File: src/rtl/sps_pkg.sv
// Package: shared state encoding and voltage codes for the socket sequencer.
// Assumes: status codes are read by software, so their values are fixed.
package sps_pkg;
    typedef enum logic [2:0] {
        ST_EMPTY  = 3'd0,
        ST_REJECT = 3'd1,
        ST_POWER  = 3'd2,
        ST_RESET  = 3'd3,
        ST_WAIT   = 3'd4,
        ST_READY  = 3'd5,
        ST_ERROR  = 3'd6,
        ST_DISCH  = 3'd7
    } sps_state_e;

    localparam logic VOLT_3V3 = 1'b0;
    localparam logic VOLT_5V  = 1'b1;
endpackage

File: src/rtl/sps_debounce.sv
// Module: card-detect filter. Synchronises both detect contacts and flips the
// accepted presence only after the raw value has differed for DEB_CYC clocks.
// Assumes: a card is seated only when both contacts read low.
module sps_debounce #(
    parameter int DEB_CYC = 16
) (
    input  logic       clk,
    input  logic       rst_n,
    input  logic [1:0] cd_n,
    output logic       present
);
    localparam int CW = $clog2(DEB_CYC + 1);

    logic [1:0]    sync1, sync2;
    logic          raw;
    logic [CW-1:0] run_cnt;

    // Two-flop synchroniser for the asynchronous detect contacts.
    always_ff @(posedge clk) begin
        if (!rst_n) begin
            sync1 <= 2'b11;
            sync2 <= 2'b11;
        end else begin
            sync1 <= cd_n;
            sync2 <= sync1;
        end
    end

    assign raw = (sync2 == 2'b00);

    // Count consecutive disagreeing cycles and accept the new value at the limit.
    always_ff @(posedge clk) begin
        if (!rst_n) begin
            present <= 1'b0;
            run_cnt <= '0;
        end else if (raw == present) begin
            run_cnt <= '0;
        end else if (run_cnt == CW'(DEB_CYC - 1)) begin
            present <= raw;
            run_cnt <= '0;
        end else begin
            run_cnt <= run_cnt + 1'b1;
        end
    end

    assert_flip_follows_raw_R1: assert property (@(posedge clk) disable iff (!rst_n)
        !$stable(present) |-> $past(raw) == present);
endmodule

File: src/rtl/sps_timer.sv
// Module: loadable down-counter shared by all sequencing windows.
// Assumes: a load and an expiry never need to happen in the same cycle by intent;
// a load always wins.
module sps_timer #(
    parameter int W = 8
) (
    input  logic         clk,
    input  logic         rst_n,
    input  logic         load,
    input  logic [W-1:0] load_val,
    output logic         zero
);
    logic [W-1:0] cnt;

    // Load a window length or count down and stop at zero.
    always_ff @(posedge clk) begin
        if (!rst_n)           cnt <= '0;
        else if (load)        cnt <= load_val;
        else if (cnt != '0)   cnt <= cnt - 1'b1;
    end

    assign zero = (cnt == '0);

    assert_timer_hold_R8: assert property (@(posedge clk) disable iff (!rst_n)
        (zero && !load) |=> zero);
endmodule

File: src/rtl/sps_fsm.sv
// Module: socket sequencing state machine. Decodes the sense code on acceptance,
// runs settle, reset, READY wait and discharge windows, and drives the supply,
// bus and status outputs from the state register.
// Assumes: 'present' is already debounced and 'tzero' comes from sps_timer.
module sps_fsm
    import sps_pkg::*;
#(
    parameter int PWR_CYC = 20,
    parameter int RST_CYC = 6,
    parameter int RDY_CYC = 30,
    parameter int DIS_CYC = 10,
    parameter int TW      = 8
) (
    input  logic          clk,
    input  logic          rst_n,
    input  logic          present,
    input  logic          vs1_n,
    input  logic          vs2_n,
    input  logic          ready_in,
    input  logic          vreq_valid,
    input  logic          vreq_sel,
    input  logic          tzero,
    output logic          tload,
    output logic [TW-1:0] tval,
    output logic          en_3v3,
    output logic          en_5v,
    output logic          bus_oe,
    output logic          card_reset,
    output logic          cis_ready,
    output logic [2:0]    status
);
    sps_state_e st, st_nxt;
    logic       volt, volt_nxt;
    logic       pend, pend_nxt;
    logic       powered;

    // Next-state, window loads and voltage selection.
    always_comb begin
        st_nxt   = st;
        volt_nxt = volt;
        pend_nxt = pend;
        tload    = 1'b0;
        tval     = '0;
        if (!present && st != ST_EMPTY) begin
            st_nxt = ST_EMPTY;
        end else begin
            case (st)
                ST_EMPTY: if (present) begin
                    if (!vs2_n) begin
                        st_nxt = ST_REJECT;
                    end else begin
                        volt_nxt = vs1_n ? VOLT_5V : VOLT_3V3;
                        st_nxt   = ST_POWER;
                        tload    = 1'b1;
                        tval     = TW'(PWR_CYC - 1);
                    end
                end
                ST_POWER: if (tzero) begin
                    st_nxt = ST_RESET;
                    tload  = 1'b1;
                    tval   = TW'(RST_CYC - 1);
                end
                ST_RESET: if (tzero) begin
                    st_nxt = ST_WAIT;
                    tload  = 1'b1;
                    tval   = TW'(RDY_CYC - 1);
                end
                ST_WAIT: begin
                    if (ready_in)   st_nxt = ST_READY;
                    else if (tzero) st_nxt = ST_ERROR;
                end
                ST_READY: if (vreq_valid && vreq_sel != volt) begin
                    pend_nxt = vreq_sel;
                    st_nxt   = ST_DISCH;
                    tload    = 1'b1;
                    tval     = TW'(DIS_CYC - 1);
                end
                ST_DISCH: if (tzero) begin
                    volt_nxt = pend;
                    st_nxt   = ST_POWER;
                    tload    = 1'b1;
                    tval     = TW'(PWR_CYC - 1);
                end
                default: ;
            endcase
        end
    end

    // State, selected voltage and pending request registers.
    always_ff @(posedge clk) begin
        if (!rst_n) begin
            st   <= ST_EMPTY;
            volt <= VOLT_3V3;
            pend <= VOLT_3V3;
        end else begin
            st   <= st_nxt;
            volt <= volt_nxt;
            pend <= pend_nxt;
        end
    end

    // Output decode from the state register.
    always_comb begin
        powered    = (st == ST_POWER) || (st == ST_RESET) ||
                     (st == ST_WAIT)  || (st == ST_READY);
        en_3v3     = powered && (volt == VOLT_3V3);
        en_5v      = powered && (volt == VOLT_5V);
        bus_oe     = (st == ST_RESET) || (st == ST_WAIT) || (st == ST_READY);
        card_reset = (st == ST_RESET);
        cis_ready  = (st == ST_READY);
        status     = st;
    end

    assert_one_supply_R4: assert property (@(posedge clk) disable iff (!rst_n)
        !(en_3v3 && en_5v));
    assert_through_zero_R10: assert property (@(posedge clk) disable iff (!rst_n)
        (en_5v |-> !$past(en_3v3)) and (en_3v3 |-> !$past(en_5v)));
    assert_bus_powered_R5: assert property (@(posedge clk) disable iff (!rst_n)
        $rose(bus_oe) |-> $past(en_3v3 || en_5v));
    assert_cis_clean_R7: assert property (@(posedge clk) disable iff (!rst_n)
        cis_ready |-> (bus_oe && !card_reset && (en_3v3 || en_5v)));
    assert_volt_cold_R3: assert property (@(posedge clk) disable iff (!rst_n)
        !$stable(volt) |-> $past(!en_3v3 && !en_5v));
    assert_empty_cold_R9: assert property (@(posedge clk) disable iff (!rst_n)
        (status == 3'd0) |-> !(en_3v3 || en_5v || bus_oe));
endmodule

File: src/rtl/sock_pwr_seq.sv
// Module: top of the socket power sequencer. Connects the detect filter, the
// window timer and the sequencing state machine.
// Assumes: all time constants are given in clock cycles and are at least 1.
module sock_pwr_seq #(
    parameter int DEB_CYC = 50_000,
    parameter int PWR_CYC = 5_000_000,
    parameter int RST_CYC = 500,
    parameter int RDY_CYC = 250_000_000,
    parameter int DIS_CYC = 5_000_000
) (
    input  logic       clk,
    input  logic       rst_n,
    input  logic [1:0] cd_n,
    input  logic       vs1_n,
    input  logic       vs2_n,
    input  logic       ready_in,
    input  logic       vreq_valid,
    input  logic       vreq_sel,
    output logic       en_3v3,
    output logic       en_5v,
    output logic       bus_oe,
    output logic       card_reset,
    output logic       cis_ready,
    output logic [2:0] status
);
    localparam int MAX_A = (PWR_CYC > RST_CYC) ? PWR_CYC : RST_CYC;
    localparam int MAX_B = (RDY_CYC > DIS_CYC) ? RDY_CYC : DIS_CYC;
    localparam int MAX_W = (MAX_A > MAX_B) ? MAX_A : MAX_B;
    localparam int TW    = $clog2(MAX_W + 1);

    logic          present;
    logic          tload;
    logic          tzero;
    logic [TW-1:0] tval;

    sps_debounce #(.DEB_CYC(DEB_CYC)) u_deb (
        .clk(clk), .rst_n(rst_n), .cd_n(cd_n), .present(present)
    );

    sps_timer #(.W(TW)) u_tmr (
        .clk(clk), .rst_n(rst_n), .load(tload), .load_val(tval), .zero(tzero)
    );

    sps_fsm #(
        .PWR_CYC(PWR_CYC), .RST_CYC(RST_CYC), .RDY_CYC(RDY_CYC),
        .DIS_CYC(DIS_CYC), .TW(TW)
    ) u_fsm (
        .clk(clk), .rst_n(rst_n), .present(present),
        .vs1_n(vs1_n), .vs2_n(vs2_n), .ready_in(ready_in),
        .vreq_valid(vreq_valid), .vreq_sel(vreq_sel),
        .tzero(tzero), .tload(tload), .tval(tval),
        .en_3v3(en_3v3), .en_5v(en_5v), .bus_oe(bus_oe),
        .card_reset(card_reset), .cis_ready(cis_ready), .status(status)
    );
endmodule

File: config.mk
export PLATFORM = sky130hd
export DESIGN_NAME = sock_pwr_seq
export DESIGN_NICKNAME = d
export VERILOG_FILES = /design/src/rtl/sps_pkg.sv /design/src/rtl/sps_debounce.sv /design/src/rtl/sps_timer.sv /design/src/rtl/sps_fsm.sv /design/src/rtl/sock_pwr_seq.sv
export SDC_FILE = /design/constraint.sdc
export NUM_CORES = 1
export LEC_CHECK = 0
export BUFFER_PORTS_ARGS = -buffer_cell sky130_fd_sc_hd__buf_4
export CORE_ASPECT_RATIO = 1.2
export CORE_UTILIZATION = 45
export DETAILED_ROUTE_END_ITERATION = 7
export PLACE_DENSITY = 0.64
export SKIP_LAST_GASP = 1
export SYNTH_ARGS = -nofsm -noshare
export SYNTH_HDL_FRONTEND = slang
export SYNTH_SLANG_ARGS = --single-unit
File: constraint.sdc
create_clock -name clk -period 5.4 [get_ports clk]
set_input_delay 1.08 -clock clk [delete_from_list [all_inputs] [get_ports clk]]
set_output_delay 1.08 -clock clk [all_outputs]
set_load 0.05 [all_outputs]
==> run_results.csv <==
group,metric,value,unit
run_status,run_status,"finished, final reports clean",
critical_path,critPathKind,"reg -> reg",
cts,htree_num_levels,2,
die,die_width,73.3,um
global_routing,grt_pass1_wl,9.80,mm
detailed_routing,drt_pass1_iterations,4,
die,dieHeight,87.6,um
placement,routabilityCongestion,0.758,
job,max_cap_violations,0,
detailed_routing,viasPerCell,5.37,
logic_synthesis,seq_area_frac_synth,39.4,%
timing,setup_ws,2470,ps
logic_synthesis,post_synth_design_cell_area,2750,um2
logic_synthesis,yosys_most_used_dff,"dfxtp_1",
power,totalPowerFinal,1.30,mW
cells_and_area,mostFrequentLayoutCell,"dfxtp_1",
detailed_routing,detail-route-antenna-nets,0,
critical_path,worstPathRequired,5610,ps
logic_synthesis,postSynthRegisterBits,54,
global_routing,antenna_found_initial,0,
cells_and_area,final-instance-count-excl-fill,422,
global_routing,pin_count_of_the_biggest_net_entering_global_routing,24,
timing,slew_violations,0,
die,top_level_ports,17,
critical_path,rrSetupSlack,2470,ps
critical_path,crit_path_top_delay_cell,"nor4_1",
cells_and_area,antenna_cells,0,
logic_synthesis,synthesis.nets,345,
timing,unrepaired_setup_endpoints_after_global_routing,"no",
timing,timing.setup.tns,0,ps
global_routing,grt_usage,19.4,%
timing,fin_crit_sh,54.2,%
cells_and_area,final_layout_size_suffix_gt1_share,10.5,%
timing,max_slew.worst_pin.slew,826,ps
logic_synthesis,async_reset_ff_share,0,%
cells_and_area,layout_common_cells,"54 x dfxtp_1, 44 x nor2_1, 30 x nand2_1",
timing,hold_ws,419,ps
critical_path,setup.worst_path.end_class,"flip-flop",
timing,period_minus_slack,2930,ps
power,power.density_cell_area,433,nW/um2
cts,cts_post_setup_buffers_inserted,0,
power,worst_ir_drop_vdd,0.227,mV
placement,place.detailed.hpwl,4.03,mm
logic_synthesis,post_synth_inst_count,333,
placement,place_inst,414,
timing,finalHoldViolations,0,
logic_synthesis,synthDistinctLibCells,47,
cts,tritoncts,"built",
cts,postCtsHoldBufs,0,
cts,numClockSinks,54,
die,initial_core_util,47.5,%
detailed_routing,num_vias,2268,
critical_path,worstPathCellList,"nor4_1 > nand4_1 > nor3_2 > a21oi_1 > buf_4 > o32ai_1 > nor2_1",
placement,preCtsSetupSlack,2410,ps
cts,post_cts.resized_instances,0,
detailed_routing,wl_per_cell,13.6,um
die,design.core.area,5780,um2
placement,port_buffers,16,
hold_path,hold_class,"reg -> reg",
die,die-area,6420,um2
detailed_routing,drt_iter0_markers,130,
die,rows,30,
global_routing,overflow,0,
cts,cts_buffer_depth,2,
logic_synthesis,postSynthAreaPerCell,8.25,um2
placement,placedInstanceArea,2890,um2
cts,clock_insertion_delay_worst_skew,310,ps
cts,clockRootBuffer,"clkbuf_8",
critical_path,cpPeakStageDelay,740,ps
cts,cts_buffers,5,
critical_path,timing.critical_path.fanout_max,18,
critical_path,worstPathArrival,3140,ps
power,power.static_leakage,1.17,nW
cts,cts.reportedPaths.clkPinSlew,100,ps
timing,report.final.setup_viol,0,
timing,worst_slew_margin_relative_to_its_limit,44.4,%
critical_path,worst_setup_path_start_kind,"flip-flop",
cells_and_area,design.final.nets,353,
cells_and_area,syn2layout_area_growth,9.20,%
timing,maximum_frequency_from_static_timing_analysis,342,MHz
detailed_routing,detail_route.drc_violations,0,
timing,finClkSkew,10.3,ps
cells_and_area,utilization,51.9,%
logic_synthesis,synth-edff-count,0,
global_routing,first_global_vias,2156,
cells_and_area,final_instance_area,3000,um2
logic_synthesis,ys.warnings.count,0,
detailed_routing,routed_wirelength,5.76,mm
==> power breakdown <==
group / total, mW / internal [mW] / switching (mW) / leakage [nW]
Clock: 0.269 / 0.137 / 0.132 / 0.0579
Sequential: 0.521 / 0.462 / 0.0599 / 0.440
Combinational: 0.507 / 0.217 / 0.290 / 0.674
Total: 1.30 / 0.816 / 0.482 / 1.17
==> Yosys cell counts (all sizes together), types with 4 or more instances <==
| library cell | n | area (um2) |
|---|---|---|
| nand2 | 30 | 113 |
| or4 | 4 | 37.5 |
| and3 | 7 | 43.8 |
| nor3b | 4 | 30.0 |
| nor4 | 6 | 43.8 |
| clkbuf | 11 | 41.3 |
| nand2b | 7 | 43.8 |
| xor2 | 26 | 228 |
| inv | 5 | 18.8 |
| o21ai | 11 | 70.1 |
| dfxtp | 54 | 1080 |
| mux2i | 4 | 40.0 |
| or3 | 5 | 36.3 |
| nor2 | 44 | 165 |
| a21oi | 27 | 135 |
| nand3 | 17 | 85.1 |
| nor3 | 19 | 100 |
| xnor2 | 17 | 149 |
| buf | 5 | 42.5 |
==> critical path: cells and delay by family (launching register included) <==
family	cells	cell delay (ps)
compound gates	2	400
buf+inv	1	240
flops	1	350
simple gates	4	1840
==> final timing paths <==
path / startpoint / to / cells after the start
worst max register to register: u_tmr.cnt[2]$_SDFFE_PN0P_ / u_tmr.cnt[7]$_SDFFE_PN0P_ / 7
worst max-delay path: u_tmr.cnt[2]$_SDFFE_PN0P_ / u_tmr.cnt[7]$_SDFFE_PN0P_ / 7
worst min register to register: u_deb.sync1[0]$_SDFF_PN1_ / u_deb.sync2[0]$_SDFF_PN1_ / 1
worst min-delay path: u_deb.sync1[0]$_SDFF_PN1_ / u_deb.sync2[0]$_SDFF_PN1_ / 1
==> per-layer routing <==
| metal | wire (um) | up-vias | share of wire, % | global-route usage (%) |
|---|---|---|---|---|
| met3 | 187 | 9 | 3.2 | 3.91 |
| met4 | 88 | 0 | 1.5 | 6.47 |
| li1 | - | 1165 | - | - |
| met2 | 2640 | 28 | 46 | 31.4 |
| met5 | 0 | - | 0 | 0 |
| met1 | 2850 | 1066 | 49 | 26.0 |
==> cells by family (layout without fill, tap and decap cells) <==
family	count (synthesis)	after routing	share of synthesized area (%)
simple gates	153	153	28.0
compound gates	55	55	12.4
flops	54	54	39.4
xor+xnor	43	43	13.7
buf+inv	21	30	3.74
mux	4	4	1.46
fa+ha+maj	3	3	1.37
==> area by class of cell <==
class                   count  area, um2
clock buffers               5       68.8
clock inverters             3       40.0
flip-flops and latches     54       1080
multi-input cells         258       1560
fillers                   570       2780
well taps                  80        100
inverters                   5       18.8
repair buffers             17        128
==> sequential cells by signal, summed over array words and instances (netlist names) <==
signal / count
u_deb.present: 1
u_tmr.cnt: 28
u_fsm.status: 3
u_deb.sync1: 2
u_fsm.volt: 1
u_deb.sync2: 2
u_fsm.pend: 1
u_deb.run_cnt: 16
Note: power is estimated with default switching activity, not from simulation.
